<file path="src/rtl/oc_pkg.sv">
package oc_pkg;

  typedef enum logic [2:0] {
    OC_FROZEN = 3'd0,
    OC_SET    = 3'd1,
    OC_CLR    = 3'd2,
    OC_TOG    = 3'd3,
    OC_LOW    = 3'd4,
    OC_HIGH   = 3'd5,
    OC_PWM1   = 3'd6,
    OC_PWM2   = 3'd7
  } oc_mode_e;

  typedef struct packed {
    oc_mode_e    mode;
    logic        shadow;
    logic        fast;
    logic        clren;
    logic        pol;
    logic        npol;
    logic        en;
    logic [1:0]  dir;
  } oc_cfg_t;

  localparam logic [1:0] DIR_OUT = 2'b00;

endpackage

</file>
<file path="src/rtl/oc_cfg_regs.sv">
module oc_cfg_regs
  import oc_pkg::*;
(
  input  logic    clk,
  input  logic    rst,
  input  logic    we,
  input  oc_cfg_t wr,
  output oc_cfg_t cfg
);

  oc_cfg_t cfg_q;

  always_ff @(posedge clk) begin
    if (rst) begin
      cfg_q <= '0;
    end else if (we) begin
      cfg_q.mode   <= wr.mode;
      cfg_q.shadow <= wr.shadow;
      cfg_q.fast   <= wr.fast;
      cfg_q.clren  <= wr.clren;
      cfg_q.pol    <= wr.pol;
      cfg_q.npol   <= wr.npol;
      cfg_q.en     <= wr.en;
      // direction is locked while the channel is enabled
      if (!cfg_q.en) cfg_q.dir <= wr.dir;
    end
  end

  assign cfg = cfg_q;

  p_dir_lock_r9: assert property (@(posedge clk) disable iff (rst)
    (we && cfg_q.en) |=> $stable(cfg_q.dir));

endmodule

</file>
<file path="src/rtl/oc_cmp_store.sv">
module oc_cmp_store #(
  parameter int CNT_W = 16
) (
  input  logic             clk,
  input  logic             rst,
  input  logic             we,
  input  logic [CNT_W-1:0] data,
  input  logic             shadow,
  input  logic             update,
  output logic [CNT_W-1:0] active
);

  logic [CNT_W-1:0] pre_q;
  logic [CNT_W-1:0] act_q;

  always_ff @(posedge clk) begin
    if (rst) begin
      pre_q <= '0;
      act_q <= '0;
    end else begin
      if (we) pre_q <= data;
      if (we && !shadow)         act_q <= data;
      else if (shadow && update) act_q <= pre_q;
    end
  end

  assign active = act_q;

  p_shadow_hold_r8: assert property (@(posedge clk) disable iff (rst)
    (shadow && !update) |=> $stable(act_q));

endmodule

</file>
<file path="src/rtl/oc_match.sv">
module oc_match #(
  parameter int CNT_W = 16
) (
  input  logic             clk,
  input  logic             rst,
  input  logic [CNT_W-1:0] cnt,
  input  logic [CNT_W-1:0] cmp,
  input  logic             fast,
  output logic             hit,
  output logic             below
);

  logic hit_c, below_c;
  logic hit_q, below_q;

  assign hit_c   = (cnt == cmp);
  assign below_c = (cnt < cmp);

  always_ff @(posedge clk) begin
    if (rst) begin
      hit_q   <= 1'b0;
      below_q <= 1'b0;
    end else begin
      hit_q   <= hit_c;
      below_q <= below_c;
    end
  end

  assign hit   = fast ? hit_c   : hit_q;
  assign below = fast ? below_c : below_q;

endmodule

</file>
<file path="src/rtl/oc_ref_gen.sv">
module oc_ref_gen
  import oc_pkg::*;
(
  input  logic    clk,
  input  logic    rst,
  input  oc_cfg_t cfg,
  input  logic    hit,
  input  logic    below,
  input  logic    ext_clr,
  output logic    ref_o,
  output logic    out_o,
  output logic    out_n_o
);

  logic active, clear, ref_d;
  logic ref_q, out_q, outn_q;

  assign active = cfg.en && (cfg.dir == DIR_OUT);
  assign clear  = cfg.clren && ext_clr;

  always_comb begin
    ref_d = ref_q;
    unique case (cfg.mode)
      OC_FROZEN: ref_d = ref_q;
      OC_SET:    if (hit) ref_d = 1'b1;
      OC_CLR:    if (hit) ref_d = 1'b0;
      OC_TOG:    if (hit) ref_d = ~ref_q;
      OC_LOW:    ref_d = 1'b0;
      OC_HIGH:   ref_d = 1'b1;
      OC_PWM1:   ref_d = below;
      OC_PWM2:   ref_d = ~below;
      default:   ref_d = ref_q;
    endcase
    if (clear || !active) ref_d = 1'b0;
  end

  always_ff @(posedge clk) begin
    if (rst) begin
      ref_q  <= 1'b0;
      out_q  <= 1'b0;
      outn_q <= 1'b0;
    end else begin
      ref_q  <= ref_d;
      out_q  <= ref_d ^ cfg.pol;
      outn_q <= active ? (~ref_d ^ cfg.npol) : cfg.npol;
    end
  end

  assign ref_o   = ref_q;
  assign out_o   = out_q;
  assign out_n_o = outn_q;

  p_ext_clear_r6: assert property (@(posedge clk) disable iff (rst)
    clear |=> !ref_q);

  p_inactive_low_r9: assert property (@(posedge clk) disable iff (rst)
    !active |=> !ref_q);

  p_force_high_r4: assert property (@(posedge clk) disable iff (rst)
    (active && cfg.mode == OC_HIGH && !clear) |=> ref_q);

  p_set_on_hit_r3: assert property (@(posedge clk) disable iff (rst)
    (active && cfg.mode == OC_SET && hit && !clear) |=> ref_q);

  p_main_pol_r10: assert property (@(posedge clk) disable iff (rst)
    1'b1 |=> (out_q == (ref_q ^ $past(cfg.pol))));

endmodule

</file>
<file path="src/rtl/oc_channel.sv">
module oc_channel
  import oc_pkg::*;
#(
  parameter int CNT_W = 16
) (
  input  logic             clk,
  input  logic             rst,
  input  logic [CNT_W-1:0] cnt_i,
  input  logic             cmp_we_i,
  input  logic [CNT_W-1:0] cmp_data_i,
  input  logic             update_i,
  input  logic             ext_clr_i,
  input  logic             cfg_we_i,
  input  logic [2:0]       cfg_mode_i,
  input  logic             cfg_shadow_i,
  input  logic             cfg_fast_i,
  input  logic             cfg_clren_i,
  input  logic             cfg_pol_i,
  input  logic             cfg_npol_i,
  input  logic             cfg_en_i,
  input  logic [1:0]       cfg_dir_i,
  output logic             ref_o,
  output logic             out_o,
  output logic             out_n_o,
  output logic [1:0]       dir_o
);

  oc_cfg_t          wr_cfg;
  oc_cfg_t          cfg;
  logic [CNT_W-1:0] cmp_act;
  logic             hit, below;

  always_comb begin
    wr_cfg.mode   = oc_mode_e'(cfg_mode_i);
    wr_cfg.shadow = cfg_shadow_i;
    wr_cfg.fast   = cfg_fast_i;
    wr_cfg.clren  = cfg_clren_i;
    wr_cfg.pol    = cfg_pol_i;
    wr_cfg.npol   = cfg_npol_i;
    wr_cfg.en     = cfg_en_i;
    wr_cfg.dir    = cfg_dir_i;
  end

  oc_cfg_regs u_cfg (
    .clk (clk),
    .rst (rst),
    .we  (cfg_we_i),
    .wr  (wr_cfg),
    .cfg (cfg)
  );

  oc_cmp_store #(.CNT_W(CNT_W)) u_cmp (
    .clk    (clk),
    .rst    (rst),
    .we     (cmp_we_i),
    .data   (cmp_data_i),
    .shadow (cfg.shadow),
    .update (update_i),
    .active (cmp_act)
  );

  oc_match #(.CNT_W(CNT_W)) u_match (
    .clk   (clk),
    .rst   (rst),
    .cnt   (cnt_i),
    .cmp   (cmp_act),
    .fast  (cfg.fast),
    .hit   (hit),
    .below (below)
  );

  oc_ref_gen u_ref (
    .clk     (clk),
    .rst     (rst),
    .cfg     (cfg),
    .hit     (hit),
    .below   (below),
    .ext_clr (ext_clr_i),
    .ref_o   (ref_o),
    .out_o   (out_o),
    .out_n_o (out_n_o)
  );

  assign dir_o = cfg.dir;

endmodule

</file>
<file path="config.mk">
export PLATFORM = sky130hd
export DESIGN_NAME = oc_channel
export DESIGN_NICKNAME = d
export VERILOG_FILES = /design/src/rtl/oc_pkg.sv /design/src/rtl/oc_cfg_regs.sv /design/src/rtl/oc_cmp_store.sv /design/src/rtl/oc_match.sv /design/src/rtl/oc_ref_gen.sv /design/src/rtl/oc_channel.sv
export SDC_FILE = /design/constraint.sdc
export NUM_CORES = 1
export LEC_CHECK = 0
export ABC_CLOCK_PERIOD_IN_PS = 4300
export BUFFER_PORTS_ARGS = -buffer_cell sky130_fd_sc_hd__buf_2
export CAP_MARGIN = 20
export CELL_PAD_IN_SITES_DETAIL_PLACEMENT = 1
export CELL_PAD_IN_SITES_GLOBAL_PLACEMENT = 1
export CORE_ASPECT_RATIO = 2
export CORE_UTILIZATION = 40
export DETAILED_ROUTE_END_ITERATION = 7
export PLACE_DENSITY_LB_ADDON = 0.1
export RECOVER_POWER = 100
export SKIP_LAST_GASP = 1
export SLEW_MARGIN = 40
export SYNTH_ARGS = -nofsm -noshare
export SYNTH_HDL_FRONTEND = slang
export SYNTH_SLANG_ARGS = --single-unit
</file>
<file path="constraint.sdc">
create_clock -name clk -period 4.3 [get_ports clk]
set_input_delay 0.86 -clock clk [delete_from_list [all_inputs] [get_ports clk]]
set_output_delay 0.86 -clock clk [all_outputs]
set_load 0.05 [all_outputs]
</file>
# Word level (Yosys, flattened, before mapping)
# Cells that the tools add are included.
# Widths: inputs -> output; s select.
classes:
  n_lt_le_gt_ge: 1
  n_eq_ne: 8
  mux: 10
  bitwise_logic: 6
  n_reduce_logical: 11
ops:
  columns: ["op", "n"]
  rows:
  - ["$mux 16", 2]
  - ["$eq 16x16->1", 1]
  - ["$lt 16x16->1", 1]
  - ["$eq 3x3->1 const B", 4]
  - ["$pmux 1 s8", 1]
  - ["$mux 1", 7]
  - ["$eq 3x2->1 const B", 2]
  - ["$logic_and 1x1->1", 4]
  - ["$not 1->1", 4]
  - ["$eq 3x1->1 const B", 1]
  - ["$logic_not 3->1", 1]
  - ["$logic_not 1->1", 2]
  - ["$logic_not 2->1", 1]
  - ["$reduce_and 2->1", 1]
  - ["$reduce_bool 2->1", 1]
  - ["$xor 1x1->1", 2]
  - ["$logic_or 1x1->1", 1]
word_totals:
  register_bits: 48
  in_bits: 49
  output_inout_bits: 5
  wordCells: 51

# Logic depth before layout (Yosys ltp)
# Gate-level depths: netlist of run 1.
logic_depth:
  ltp_word: 8
  mapped_depth: 14
  mapped_depth_nobuf: 14

# Cells and area by module
# From an unflattened synthesis of run 1, not the netlist that was laid out.
unflattened:
  cells_unflattened: 269
  area_unflattened_um2: 2651.3
modules_own_cells:
  columns: ["mod", "n_inst", "cells_per_inst", "area_each_um2", "seq_area_each_um2"]
  rows:
  - ["oc_cmp_store", 1, 140, 1500.2, 640.6]
  - ["oc_match", 1, 65, 490.5, 40.0]
  - ["oc_cfg_regs", 1, 38, 422.9, 220.2]
  - ["oc_ref_gen", 1, 26, 237.7, 60.1]

# Worst setup path after synthesis of run 1
# OpenSTA, ideal clock, no wires.
synth_timing:
  kind: "in2reg"
  startpoint: "input port cnt_i[14]"
  endpoint: "register u_ref.outn_q (netlist: u_ref.out_n_o)"
  setup_ps: 116
  arrival_time_ps: 3145
  t_required_ps: 4184
  slack_ps: 1040
  path_stages: 12
  path_buffers: 0
  path_cell_list: "ha_1 nand4_2 nor4_4 and3_2 a21oi_1 ha_1 or3b_1 a21oi_1 nor3_1 a211oi_4 a21oi_1 a31o_1"
synth_via:
  elab_chain_cells: 8
  elab_cells_between_ends: 13
  classes_between: "1 x order compare; 1 x eq/ne; 8 x mux; 3 x bitwise"
synth_lines:
  columns: ["element", "line_no", "source"]
  rows:
  - ["from (decl)", "oc_channel.sv:8", "input logic [CNT_W-1:0] cnt_i,"]
  - ["$lt 16x16->1 / $eq 16x16->1 (equally long branches)", "oc_match.sv:17, oc_match.sv:16", null]
  - ["$mux 1 (on tied branches)", "oc_match.sv:30, oc_match.sv:29", null]
  - ["$not 1->1, or another cell as far along", "oc_ref_gen.sv:31", "OC_PWM2: ref_d = ~below;"]
  - ["$pmux 1 s8 *", "oc_ref_gen.sv:23", "unique case (cfg.mode)"]
  - ["$mux 1 *", "oc_ref_gen.sv:34", "if (clear || !active) ref_d = 1'b0;"]
  - ["$not 1->1 *", "oc_ref_gen.sv:45", "outn_q <= active ? (~ref_d ^ cfg.npol) : cfg.npol;"]
  - ["$xor 1x1->1 *", "oc_ref_gen.sv:45", null]
  - ["$mux 1 *", "oc_ref_gen.sv:45", null]
  - ["to (signal assigned)", "oc_ref_gen.sv:45", null]
  - ["to (decl)", "oc_ref_gen.sv:16", "logic ref_q, out_q, outn_q;"]
# Every way passes the cells marked *; elsewhere a longest branch is shown, timed or not.
# A chain may end at the register's enable or synchronous reset.

# Final worst setup path of run 1
# Same ends and word-level chain as after synthesis.

==> results of run 1 <==
[final cells by class]
class                           instances  area (um^2)  share of cell area
Multi-Input combinational cell        181         1350               0.470
Sequential cell                        48          961               0.336
Timing Repair Buffer                   54          264              0.0922
Clock buffer                            6          139              0.0485
Tap cell                               63         78.8              0.0275
Inverter                               18         67.6              0.0236
Clock inverter                          1         8.76             0.00306
[flip-flops by register name (all words and copies together), names as in the netlist]
name             count
u_cmp.active        16
u_match.below_q      1
u_ref.out_n_o        1
u_cfg.cfg           11
u_cmp.pre_q         16
u_ref.ref_o          1
u_ref.out_o          1
u_match.hit_q        1
[synth_stat cells (2+ instances only)]
library cell	n
a211oi_1	16
buf_2	5
and4_1	2
dfxtp_1	48
buf_1	3
nor2_1	51
mux2i_1	43
buf_4	3
o21ai_0	3
a21o_1	3
nor2b_1	5
inv_1	18
ha_1	18
nand4_2	2
nand2_1	5
nand2b_1	3
clkbuf_1	4
a21oi_1	8
[power groups by stage]
stage	Clock (W)	Sequential (W)	Combinational, W
6_report	0.000387	0.000494	0.000180
5_1_grt	0.000417	0.000498	0.000206
4_1_cts	0.000402	0.000494	0.000190
3_5_place_dp	0	0.000504	0.000189
3_3_place_gp	0	0.000503	0.000183
2_1_floorplan	0	0.000503	0.000132
[metrics by stage]
step	util	hold WS [ps]	cell area (um^2)	power, W
CTS	0.484	501	2910	0.00109
global route	0.477	523	2860	0.00112
finish	0.477	495	2860	0.00106
global placement	0.459	471	2760	0.000686
detailed placement	0.460	484	2760	0.000694
floorplan	-	460	2480	0.000636
[kinds of logic after synthesis]
| logic type | Yosys count | share of synthesized area |
|---|---|---|
| AOI/OAI and AO/OA | 39 | 0.117 |
| and+or+nand+nor | 80 | 0.169 |
| DFF | 48 | 0.388 |
| adders and majority gates | 18 | 0.0910 |
| buffers and inverters | 33 | 0.0571 |
| xor gates and xnor gates | 1 | 0.00354 |
| muxes | 43 | 0.174 |
[tightest hold or removal path, delay by kind of cell, from the launching register on]
| kind | cells | cell delay (ps) |
|---|---|---|
| flops | 1 | 320 |
| simple gates | 1 | 70 |
| mux | 1 | 60 |
[worst paths after layout]
| check | endpoint | slack [ps] | cells past startpoint | from |
|---|---|---|---|---|
| max | u_ref.out_n_o | 710 | 13 | cnt_i[14] |
| min | u_cmp.pre_q[6] | 500 | 2 | u_cmp.pre_q[6] |
| max reg2reg | u_ref.out_n_o | 990 | 13 | u_cmp.active[14] |
| min reg2reg | u_cmp.pre_q[6] | 500 | 2 | u_cmp.pre_q[6] |
[per-layer routing]
metal	up-vias	global-route usage
met3	12	0.0251
met4	0	0.0894
met1	922	0.200
met5	-	0
met2	44	0.333
li1	999	-
==> flow_metrics.py, run 1 <==
metrics = {
    "sta": {
        "setup_viol": 0,
        "fin_setup_tns_ps": 0,
        "skew_ps": 5.34,
        "final_hold_viol_count": 0,
        "timing.slew.headroom": 0.214,
        "final_max_slew_viol_count": 0,
        "min_period_ps": 3590,
        "worstMarginPinSlew_ps": 1180,
        "layout_worst_path_cycle_share": 0.835,
        "rsz0062_at_grt": "no",
        "fmax_mhz": 278,
        "fin_ws_ps": 708,
    },
    "die": {
        "die_h_um": 113,
        "die_x_um": 57.6,
        "die_area_um2": 6530,
        "core_um2": 6010,
        "start_util": 0.412,
        "core.rowCount": 40,
        "boundaryPins": 54,
    },
    "synthesis": {
        "synth_edf_count": 0,
        "ys_ff_latch": 48,
        "seq_area_frac_synth": 0.388,
        "synth_nets": 329,
        "synth_top_area_cell": "dfxtp_1",
        "yosys_warnings": 0,
        "synth_area_per_cell_um2": 9.45,
        "ys.flop_type": "dfxtp_1",
        "synth_area_um2": 2480,
        "ys_top_cells_by_area": "dfxtp_1, mux2i_1, ha_1",
        "ys_types": 40,
        "yosysTopAreaCellShare": 0.388,
        "async_flop_share": 0,
        "syn_inst": 262,
    },
    "finish": {
        "antenna_cells": 0,
        "instances_no_fill": 371,
        "final_cell_mix": "nor2_1, dfxtp_1, buf_2",
        "final_nets": 375,
        "fillers": 728,
        "final_common_cell": "nor2_1",
        "drive_above_1_share": 0.205,
        "synthToLayoutAreaGrowth_pct": 15.7,
    },
    "route": {
        "wl_mm": 5.37,
        "wl_met3_um": 174,
        "post-route-drc-count": 4,
        "antenna_left": 0,
        "via_per_inst": 5.33,
        "vias": 1977,
        "dr.pass1.iters": 6,
        "top_layer": "met4",
        "wl_per_cell_um": 14.5,
        "first_iter_violations": 57,
        "met2WireLength_mm": 2.87,
        "wl_met1_mm": 2.16,
    },
    "global_route": {
        "antenna_found_initial": 0,
        "grt_pass1_wl_mm": 9.16,
        "grt_pass1_vias": 2006,
        "grt_overflow_total": 0,
        "grt_usage": 0.183,
        "grt_max_degree": 50,
    },
    "placement": {
        "dpl.hpwl_mm": 4.20,
        "place_ws_ps": 690,
        "placedCellCount": 364,
        "place_congestion": 0.801,
        "portBuffers": 53,
    },
    "critical_path": {
        "cp_slowest_cell": "a211oi_1",
        "cp_common_cell": "a21oi_1",
        "cp-start-kind": "primary input",
        "cp.arrival_ps": 3770,
        "critPathMaxFanout": 4,
        "worstPathRequired_ps": 4480,
        "crit_chain": "buf_2 > ha_1 > nand4_2 > nor4_1 > and3_2 > a21oi_1 > ha_1 > or3b_1 > a21oi_1 > nor3_1 > a211oi_1 > a21oi_1 > a31o_1",
        "cp_slowest_stage_delay_ps": 530,
        "path_class": "primary input to register",
        "endpoint_kind": "register",
        "crit_family": "simple AND/OR/NAND/NOR gates",
        "worst-path-buf-inv": 1,
    },
    "cts": {
        "cts_htree_levels": 2,
        "clk_latency_ps": 280,
        "clock_sinks": 48,
        "ctsResizeCount": 0,
        "cts_tree": "built",
        "clockBufferDepth": 2,
        "clk_pin_slew_worst_paths_ps": 60,
        "cts_setup_buffers": 0,
        "numCtsBuffers": 5,
        "clockRootBuffer": "clkbuf_16",
        "hold_buffers": 0,
    },
    "status": {
        "violations": "DRC",
        "status": "complete, but fails checks",
    },
    "power_and_ir_drop": {
        "sequentialPowerShare": 0.466,
        "power.share.combinational": 0.170,
        "switching_share": 0.259,
        "ir_drop_mv": 0.263,
        "p_leak_nw": 1.33,
        "pwr-share-clk": 0.364,
        "p_sw_w": 0.000275,
        "internal_power_w": 0.000786,
        "p_per_area_nw_per_um2": 371,
    },
    "hold_path": {
        "min_path_type": "register to register",
    },
    "run": {
        "maxCapViolCount": 0,
    },
}
Power figures use the tool's default switching activity.
==> inputs of run 2 (changes only) <==
ABC_CLOCK_PERIOD_IN_PS = 3600   (was 4300)
clock period = 3.6 ns   (was 4.3 ns; I/O delays follow)
==> flow_metrics.py, run 2 (same netlist as run 1, synthesis figures left out) <==
metrics = {
    "power_and_ir_drop": {
        "ir_drop_mv": 0.316,
        "internal_power_w": 0.000944,
        "pwr-share-clk": 0.367,
        "p_per_area_nw_per_um2": 442,
        "p_sw_w": 0.000339,
        "switching_share": 0.264,
        "sequentialPowerShare": 0.461,
        "p_leak_nw": 1.35,
        "power.share.combinational": 0.172,
    },
    "sta": {
        "final_max_slew_viol_count": 50,
        "min_period_ps": 3160,
        "layout_worst_path_cycle_share": 0.878,
        "setup_viol": 0,
        "timing.slew.headroom": -0.464,
        "skew_ps": 2.04,
        "final_hold_viol_count": 0,
        "rsz0062_at_grt": "no",
        "fin_setup_tns_ps": 0,
        "worstMarginPinSlew_ps": 2200,
        "fmax_mhz": 316,
    },
    "critical_path": {
        "cp-start-kind": "primary input",
        "worstPathRequired_ps": 3690,
        "path_class": "primary input to register",
        "critPathMaxFanout": 4,
        "cp.arrival_ps": 3250,
        "crit_chain": "buf_2 > ha_1 > nand4_2 > nor4_4 > and3_2 > a21oi_1 > ha_1 > or3b_1 > a21oi_1 > nor3_1 > a211oi_4 > xor2_1 > nor2_1",
        "worst-path-buf-inv": 1,
        "endpoint_kind": "register",
        "crit_family": "simple AND/OR/NAND/NOR gates",
        "cp_slowest_cell": "nor4_4",
        "cp_slowest_stage_delay_ps": 360,
    },
    "status": {
        "violations": "DRC, capacitance limit, slew limit",
        "status": "complete, but fails checks",
    },
    "die": {
        "die_h_um": 113,
        "boundaryPins": 54,
        "start_util": 0.412,
        "die_x_um": 57.6,
        "core.rowCount": 40,
        "core_um2": 6010,
        "die_area_um2": 6530,
    },
    "finish": {
        "fillers": 731,
        "final_nets": 376,
        "instances_no_fill": 373,
        "final_common_cell": "nor2_1",
        "final_cell_mix": "nor2_1, dfxtp_1, buf_2",
        "synthToLayoutAreaGrowth_pct": 17.4,
        "antenna_cells": 0,
        "drive_above_1_share": 0.219,
    },
    "global_route": {
        "grt_usage": 0.188,
        "grt_max_degree": 50,
        "grt_pass1_wl_mm": 9.19,
        "grt_pass1_vias": 2009,
        "grt_overflow_total": 0,
        "antenna_found_initial": 0,
    },
    "hold_path": {
        "min_path_type": "register to register",
    },
    "route": {
        "wl_per_cell_um": 14.7,
        "post-route-drc-count": 4,
        "wl_met3_um": 140,
        "first_iter_violations": 44,
        "wl_mm": 5.48,
        "wl_met1_mm": 2.07,
        "dr.pass1.iters": 6,
        "vias": 1961,
        "via_per_inst": 5.26,
        "top_layer": "met4",
        "antenna_left": 0,
        "met2WireLength_mm": 3.14,
    },
    "placement": {
        "placedCellCount": 365,
        "place_congestion": 0.800,
        "portBuffers": 53,
        "dpl.hpwl_mm": 4.29,
    },
    "cts": {
        "cts_htree_levels": 2,
        "clk_pin_slew_worst_paths_ps": 60,
        "cts_tree": "built",
        "cts_setup_buffers": 0,
        "clockBufferDepth": 2,
        "ctsResizeCount": 0,
        "clock_sinks": 48,
        "numCtsBuffers": 5,
        "clockRootBuffer": "clkbuf_16",
        "hold_buffers": 0,
        "clk_latency_ps": 290,
    },
    "run": {
        "maxCapViolCount": 1,
    },
}
[run 2: cell count changes in the layout (fill, tap and decap cells not counted), sizes merged]
cell      change
buf           +3
clkbuf        -1
clkinv        -1
clkinvlp      +1
[run 2: worst paths after layout]
path | startpoint | to | slack, ps | cells after the start
setup / recovery | cnt_i[14] | u_ref.out_o | 440 | 13
hold / removal | u_cmp.pre_q[13] | u_cmp.pre_q[13] | 500 | 2
setup reg to reg | u_cmp.active[14] | u_ref.out_o | 590 | 13
hold reg to reg | u_cmp.pre_q[13] | u_cmp.pre_q[13] | 500 | 2
[run 2: area by class of cell]
type	instances	area (um^2)	area share
Clock inverter	1	7.51	0.00258
Timing Repair Buffer	55	273	0.0938
Inverter	18	67.6	0.0232
Sequential cell	48	961	0.331
Tap cell	63	78.8	0.0271
Clock buffer	7	143	0.0491
Multi-Input combinational cell	181	1380	0.474
[run 2: layer usage]
metal / up-vias / track usage
met1: 921 / 0.185
met2: 35 / 0.359
li1: 999 / -
met5: - / 0
met4: 0 / 0.0943
met3: 6 / 0.0343
[run 2: stage by stage]
step / hold slack (ps) / utilization / total power (W) / instance area, um^2 / setup WS [ps]
final: 496 / 0.484 / 0.00128 / 2910 / 438
after global routing: 528 / 0.484 / 0.00136 / 2910 / 217
after CTS: 503 / 0.486 / 0.00131 / 2920 / 457
after detailed placement: 484 / 0.461 / 0.000831 / 2770 / 140
after global placement: 471 / 0.460 / 0.000821 / 2760 / 206
after floorplan: 460 / - / 0.000759 / 2480 / 480
[run 2: power groups by stage]
stage / registers, W / logic (W) / clock network, W
floorplan: 0.000601 / 0.000158 / 0
global placement: 0.000601 / 0.000220 / 0
detailed placement: 0.000604 / 0.000227 / 0
CTS: 0.000592 / 0.000228 / 0.000491
global route: 0.000596 / 0.000250 / 0.000517
finish: 0.000591 / 0.000221 / 0.000471
[run 2: worst register-to-register path: cells and delay by family, from the launching register on]
family | cells | cell delay (ps)
buffers and inverters | 1 | 50
AND/OR/NAND/NOR | 6 | 1270
adder cells (fa/ha/maj) | 2 | 490
XOR/XNOR | 1 | 170
flip-flops | 1 | 340
AO/OA/AOI/OAI | 3 | 510
